File: src/rtl/irq_route_pkg.sv
package irq_route_pkg;
    localparam int QUEUES  = 16;
    localparam int DBELLS  = 16;
    localparam int WORD_W  = 32;
    localparam int HALF_W  = WORD_W / 2;
endpackage

File: src/rtl/irq_route_table.sv
module irq_route_table #(
    parameter int NSRC = 64,
    parameter int DW   = 2,
    parameter int AW   = 7
) (
    input  logic                 clk,
    input  logic                 rst_n,
    input  logic                 we,
    input  logic [AW-1:0]        addr,
    input  logic [DW-1:0]        wdata,
    output logic [NSRC*DW-1:0]   route_o
);
    localparam int IW = (NSRC > 1) ? $clog2(NSRC) : 1;
    localparam logic [AW-1:0] SRC_LIM = AW'(NSRC);

    typedef struct packed {
        logic [NSRC-1:0][DW-1:0] route;
    } tbl_t;

    tbl_t st_d, st_q;

    always_comb begin
        st_d = st_q;
        if (we && (addr < SRC_LIM)) begin
            st_d.route[addr[IW-1:0]] = wdata;
        end
    end

    always_ff @(posedge clk) begin
        if (!rst_n) begin
            st_q <= '0;
        end else begin
            st_q <= st_d;
        end
    end

    assign route_o = st_q.route;

    // an in-range write lands in the addressed routing register
    p_write_lands_r8: assert property (@(posedge clk) disable iff (!rst_n)
        (we && (addr < SRC_LIM)) |=> (st_q.route[$past(addr[IW-1:0])] == $past(wdata)));

    // writes at or above NSRC change no routing register
    p_ignored_write_r8: assert property (@(posedge clk) disable iff (!rst_n)
        (we && !(addr < SRC_LIM)) |=> $stable(st_q.route));

    // without a write strobe the table holds
    p_no_write_hold_r8: assert property (@(posedge clk) disable iff (!rst_n)
        !we |=> $stable(st_q.route));
endmodule

File: src/rtl/irq_dest_fold.sv
module irq_dest_fold
    import irq_route_pkg::*;
#(
    parameter int LSU_W = 8,
    parameter int EVT_W = 8,
    parameter int NSRC  = 64,
    parameter int DW    = 2,
    parameter int DEST  = 0
) (
    input  logic [NSRC-1:0]      pend,
    input  logic [NSRC*DW-1:0]   route,
    output logic [WORD_W-1:0]    word
);
    localparam int EVT0 = LSU_W;
    localparam int TX0  = LSU_W + EVT_W;
    localparam int RX0  = TX0 + QUEUES;
    localparam int DB0  = RX0 + QUEUES;
    localparam logic [DW-1:0] MY_ID = DW'(DEST);

    logic [NSRC-1:0] hit;

    genvar s;
    generate
        for (s = 0; s < NSRC; s++) begin : g_hit
            assign hit[s] = pend[s] && (route[s*DW +: DW] == MY_ID);
        end
    endgenerate

    logic lsu_any;
    logic evt_any;

    always_comb begin
        lsu_any = 1'b0;
        for (int i = 0; i < LSU_W; i++) begin
            lsu_any = lsu_any | hit[i];
        end
        evt_any = 1'b0;
        for (int i = 0; i < EVT_W; i++) begin
            evt_any = evt_any | hit[EVT0 + i];
        end
    end

    always_comb begin
        word = '0;
        for (int k = 0; k < QUEUES; k++) begin
            word[WORD_W-1-k] = hit[TX0 + k] | hit[RX0 + k];
        end
        word[WORD_W-1] = word[WORD_W-1] | lsu_any;
        word[WORD_W-2] = word[WORD_W-2] | evt_any;
        for (int i = 0; i < DBELLS; i++) begin
            word[i] = hit[DB0 + i];
        end
        // nothing routed here and pending means an all-zero word
        if (hit == '0) begin
            p_quiet_when_unrouted_r6: assert (word == '0);
        end
    end
endmodule

File: src/rtl/irq_route_decode.sv
module irq_route_decode
    import irq_route_pkg::*;
#(
    parameter int LSU_W    = 8,
    parameter int EVT_W    = 8,
    parameter int NUM_DEST = 4,
    localparam int NSRC    = LSU_W + EVT_W + 2*QUEUES + DBELLS,
    localparam int DW      = (NUM_DEST > 1) ? $clog2(NUM_DEST) : 1,
    localparam int AW      = $clog2(NSRC + NUM_DEST + 1)
) (
    input  logic                         clk,
    input  logic                         rst_n,
    input  logic [LSU_W-1:0]             lsu_pend,
    input  logic [EVT_W-1:0]             evt_pend,
    input  logic [QUEUES-1:0]            txq_pend,
    input  logic [QUEUES-1:0]            rxq_pend,
    input  logic [DBELLS-1:0]            dbell_pend,
    input  logic                         cfg_we,
    input  logic [AW-1:0]                cfg_addr,
    input  logic [DW-1:0]                cfg_wdata,
    output logic [NUM_DEST*WORD_W-1:0]   dec_word,
    output logic [NUM_DEST-1:0]          irq_out
);
    typedef struct packed {
        logic [NUM_DEST-1:0][WORD_W-1:0] dec;
        logic [NUM_DEST-1:0]             irq;
    } out_t;

    out_t st_d, st_q;

    logic [NSRC-1:0]                 pend_all;
    logic [NSRC*DW-1:0]              route_flat;
    logic [NUM_DEST-1:0][WORD_W-1:0] fold_w;

    assign pend_all = {dbell_pend, rxq_pend, txq_pend, evt_pend, lsu_pend};

    irq_route_table #(
        .NSRC (NSRC),
        .DW   (DW),
        .AW   (AW)
    ) u_table (
        .clk     (clk),
        .rst_n   (rst_n),
        .we      (cfg_we),
        .addr    (cfg_addr),
        .wdata   (cfg_wdata),
        .route_o (route_flat)
    );

    genvar d;
    generate
        for (d = 0; d < NUM_DEST; d++) begin : g_dest
            irq_dest_fold #(
                .LSU_W (LSU_W),
                .EVT_W (EVT_W),
                .NSRC  (NSRC),
                .DW    (DW),
                .DEST  (d)
            ) u_fold (
                .pend  (pend_all),
                .route (route_flat),
                .word  (fold_w[d])
            );
        end
    endgenerate

    always_comb begin
        st_d = st_q;
        for (int i = 0; i < NUM_DEST; i++) begin
            st_d.dec[i] = fold_w[i];
            st_d.irq[i] = |fold_w[i];
        end
    end

    always_ff @(posedge clk) begin
        if (!rst_n) begin
            st_q <= '0;
        end else begin
            st_q <= st_d;
        end
    end

    assign dec_word = st_q.dec;
    assign irq_out  = st_q.irq;

    generate
        for (d = 0; d < NUM_DEST; d++) begin : g_chk_dest
            // the interrupt line agrees with its own registered word
            p_irq_tracks_word_r9: assert property (@(posedge clk) disable iff (!rst_n)
                irq_out[d] == (|dec_word[d*WORD_W +: WORD_W]));
            // with no group or queue-0 flags, bit 31 drops next cycle
            p_top_bit_clear_r2: assert property (@(posedge clk) disable iff (!rst_n)
                ((lsu_pend == '0) && !txq_pend[0] && !rxq_pend[0])
                |=> !dec_word[d*WORD_W + WORD_W - 1]);
        end
    endgenerate

    genvar b;
    generate
        for (b = 0; b < DBELLS; b++) begin : g_chk_bell
            logic [NUM_DEST-1:0] bell_col;
            for (d = 0; d < NUM_DEST; d++) begin : g_col
                assign bell_col[d] = dec_word[d*WORD_W + b];
            end
            // a doorbell appears in at most one destination
            p_bell_one_dest_r6: assert property (@(posedge clk) disable iff (!rst_n)
                $onehot0(bell_col));
            // a cleared doorbell is gone from every word next cycle
            p_bell_clear_r10: assert property (@(posedge clk) disable iff (!rst_n)
                !dbell_pend[b] |=> (bell_col == '0));
        end
    endgenerate
endmodule

File: config.mk
export PLATFORM = sky130hd
export DESIGN_NAME = irq_route_decode
export DESIGN_NICKNAME = d
export VERILOG_FILES = /design/src/rtl/irq_route_pkg.sv /design/src/rtl/irq_route_table.sv /design/src/rtl/irq_dest_fold.sv /design/src/rtl/irq_route_decode.sv
export SDC_FILE = /design/constraint.sdc
export NUM_CORES = 1
export LEC_CHECK = 0
export ABC_AREA = 1
export BUFFER_PORTS_ARGS = -buffer_cell sky130_fd_sc_hd__buf_2
export CAP_MARGIN = 20
export CORE_MARGIN = 2
export CORE_UTILIZATION = 50
export CTS_BUF_LIST = sky130_fd_sc_hd__clkbuf_16
export CTS_CLUSTER_SIZE = 30
export DETAILED_ROUTE_END_ITERATION = 8
export GPL_ROUTABILITY_DRIVEN = 0
export PLACE_DENSITY_LB_ADDON = 0.1
export SYNTH_ARGS = -nofsm -noshare
export SYNTH_HDL_FRONTEND = slang
export SYNTH_SLANG_ARGS = --single-unit
File: constraint.sdc
create_clock -name clk -period 1.6 [get_ports clk]
set_input_delay 0.32 -clock clk [delete_from_list [all_inputs] [get_ports clk]]
set_output_delay 0.32 -clock clk [all_outputs]
set_load 0.1 [all_outputs]
==> summary.txt <==
Clocking
  – Setup bufs post-CTS: 0
  – Clock-pin slew on the worst setup and hold paths: 0.06 ns
  – CTS buffer count: 28
  – CTS Root Cell: clkbuf_16
  – Clock Sinks: 260
  – CTS tree: built
  – CTS Buffer Depth: 3
  – Clk Latency, worst-skew pair: 0.55 ns
  – H-tree Lvls: 1

Timing
  – Setup ws final: 0.0178 ns
  – RSZ-0062 raised after global routing: false
  – Final Slew Violations: 0
  – Final worst path period share: 0.989
  – Final Hold Fails: 0
  – Worst Skew: 0.0158 ns
  – Worst Tran Pin Value: 0.560 ns
  – Worst Hold Slack: about 0.072 ns
  – # setup viols final: 0
  – Fmax: about 630 MHz
  – Max-slew headroom: 0.623
  – Min cycle time layout: between 1.5 and 2 ns

Synthesis
  – Library cells used by synthesis: 21
  – Post-synth EDFFs: 0
  – Synth top area cells: dfxtp_1 (50%), nand3_1 (9.9%), nor2_1 (9.3%), o21ai_0 (8.5%), inv_1 (7.0%)
  – Count of state elements after synthesis: 260
  – Register area share after synthesis: 0.495
  – Synth async-reset ratio: 0
  – Most used DFF post-synth: dfxtp_1
  – Syn Nets: about 1,500
  – Synth top area share: 0.495
  – Mapped Cells: 1,445
  – Syn avg cell area: between 7 and 8 um2
  – Cell taking the most area after synthesis: dfxtp_1
  – Mapped Area: ~0.011 mm2
  – Yosys warns: 0

Critical path
  – Setup crit end: irq_out[2]
  – Reg2Reg Depth: 9
  – CP Class: reg2out
  – Critical path arrival: 1.26 ns
  – Crit. End Element: output pin
  – Crit start category: register
  – Worst r2r src: u_table.route_o[119]$_SDFFE_PN0P_
  – Worst path max stage delay: 0.47 ns
  – Register-to-register setup slack: 0.09 ns
  – Reg2reg end: irq_out[3]$_SDFF_PN0_
  – CP cell instances: buf_8
  – Worst path slowest cell: dfxtp_1
  – Worst EP required: 1.28 ns
  – Stages on worst setup path: 1
  – CP max FO: 1
  – Crit path launch: irq_out[2]$_SDFF_PN0_
  – Worst path top cell family by delay: flip-flops
  – Crit path buf inv count: 1

Detailed routing
  – Vias: just over 10,000
  – 1st-pass router iterations: 5
  – # DRC: 0
  – ANT nets after route: 0
  – Iter 0 DRT Violations: 687
  – Vias per cell: 5.12
  – Wire length per cell: ~15 um
  – WL final: 29.4 mm

Finish
  – Area growth syn-to-layout: 26.0%
  – Multi-input logic area: 0.00437 mm2
  – Final Instance Area: 0.0132 mm2
  – Final std cells w/o fill: roughly 2,000
  – Reg area: ~0.0052 mm2
  – Post-layout net count: between 1,500 and 2,000
  – Fill cell total of the finished layout: 1,909
  – Layout cell share with drive strength beyond 1: 0.178

Floorplan
  – Full die area: between 0.02 and 0.025 mm2
  – Site row count: 53
  – Die span in y: between 100 and 150 um
  – Die X: 149 um
  – Io pins: 208
  – Initial Util: 0.505
  – CORE AREA: 0.0208 mm2

GRT
  – Largest net degree at the start of global routing: 95
  – Number of antenna violations at the first check in global routing: 0
  – All-Layer GR Usage: 0.258
  – Grt total ovfl: 0
  – Vias in the first global route: 9,077
  – First-pass GRT wire length: 45.7 mm

Power and ir drop
  – VDD IR max: 0.731 mV
  – Switching power: 3540 uW
  – Static Leakage: 0.00577 uW
  – Final Power: 14,400 uW
  – Pint: between 10,000 and 15,000 uW
  – Clock power share: 0.460
  – Sw frac: 0.247
  – Power Dens Cells: 1080 mW/mm2
  – Gate power share: 0.081
  – Sequential Power Share: 0.458

Job
  – Max cap viols: 0

Status
  – Outcome: completed

Placed design
  – Placed Cells: 1,912
  – Post-DP Area: 0.0119 mm2
  – Pre-CTS setup slack: ~0.0081 ns
  – DP HPWL: 21.8 mm
  – IO Port Bufs: 207

Hold path
  – Worst Hold Class: in2reg
==> flip-flops by register name (all words and copies together) (netlist names) <==
| name | flops |
|---|---|
| dec_word | 128 |
| u_table.route_o | 128 |
| irq_out | 4 |
==> metal layers <==
layer | GRT usage | wire length (um)
met2 | 0.427 | 13500
met1 | 0.348 | 13200
met5 | 0 | 0
met3 | 0.0391 | 1740
met4 | 0.0790 | 857
==> logic make-up after synthesis <==
| group | count (synthesis) | synth area share |
|---|---|---|
| AND/OR/NAND/NOR | 625 | 0.263 |
| AO/OA/AOI/OAI | 317 | 0.151 |
| buffers and inverters | 243 | 0.0908 |
| flip-flops | 260 | 0.495 |
==> worst min-delay path, delay by kind of cell <==
kind,cells,cell delay (ns)
AND/OR/NAND/NOR,2,0.13
buffers and inverters,1,0.12
==> synth_stat cells, types with 2 or more instances <==
master and instances:
a21oi_1 137, dfxtp_1 260, nand4_4 4, clkinv_1 2
clkbuf_8 3, nor3_1 4, clkbuf_1 34, inv_2 5
inv_1 196, nor2_1 260, nand2_1 132, nor3_2 2
o21ai_0 179, nand4_1 8, nor2_4 6, nand3_1 208
==> power groups by stage <==
stage / clock (uW) / sequential, uW / combinational (uW)
6_report: 6610 / 6580 / 1170
4_1_cts: 6710 / 6580 / 1150
2_1_floorplan: 0 / 7130 / 341
3_5_place_dp: 0 / 6720 / 1120
3_3_place_gp: 0 / 6720 / 1120
5_1_grt: 6960 / 6580 / 1240
==> repair_timing <==
item                                    CTS  global route
gates resized for setup                  70            62
hold buffers                              0             0
endpoints found under the setup margin   67            57
pin swaps                                 0             1
==> area by class of cell <==
class	count	share of cell area
diodes	2	0.000378
repair buffers	232	0.121
flip-flops and latches	260	0.393
well taps	275	0.0260
inverters	203	0.0576
clock inverters	24	0.0190
multi-input cells	942	0.330
clock buffers	28	0.0529
==> worst min path at each step <==
stage	start	depth (start not counted)	slack (ns)	to
floorplan	u_table.route_o[124]$_SDFFE_PN0P_	2	0.46	dec_word[110]$_SDFF_PN0_
global placement	u_table.route_o[120]$_SDFFE_PN0P_	2	0.48	dec_word[108]$_SDFF_PN0_
detailed placement	u_table.route_o[120]$_SDFFE_PN0P_	2	0.48	dec_word[108]$_SDFF_PN0_
CTS	dbell_pend[12]	3	0.05	dec_word[108]$_SDFF_PN0_
global route	dbell_pend[12]	3	0.08	dec_word[108]$_SDFF_PN0_
finish	dbell_pend[12]	3	0.07	dec_word[108]$_SDFF_PN0_
==> cell usage in the layout, fill, tap and decap left out <==
cell,netlist,final
clkinv_2,0,6
clkinv_8,0,1
nand2_2,1,2
nand4_1,8,8
buf_12,0,5
nand3_1,208,206
clkinvlp_4,0,3
clkinv_1,2,10
bufinv_16,0,5
a21oi_1,137,137
nand2_1,132,131
buf_8,0,1
o21ai_0,179,179
inv_1,196,197
inv_2,5,5
nor2_1,260,258
nor3_2,2,2
buf_6,1,1
buf_4,0,85
buf_2,0,85
nand4_4,4,4
clkbuf_16,0,28
nor2_4,6,6
nand3_2,0,2
o211ai_1,1,1
diode_2,0,2
nor2_2,0,2
clkbuf_4,0,55
nor3_1,4,4
dfxtp_2,0,2
dfxtp_1,260,258
==> stage by stage <==
stage	util	TNS, ns
detailed placement	0.574	0
global route	0.636	0
finish	0.636	0
global placement	0.574	-0.0180
floorplan	-	0
CTS	0.628	0
Note: power is estimated with default switching activity, not from simulation.
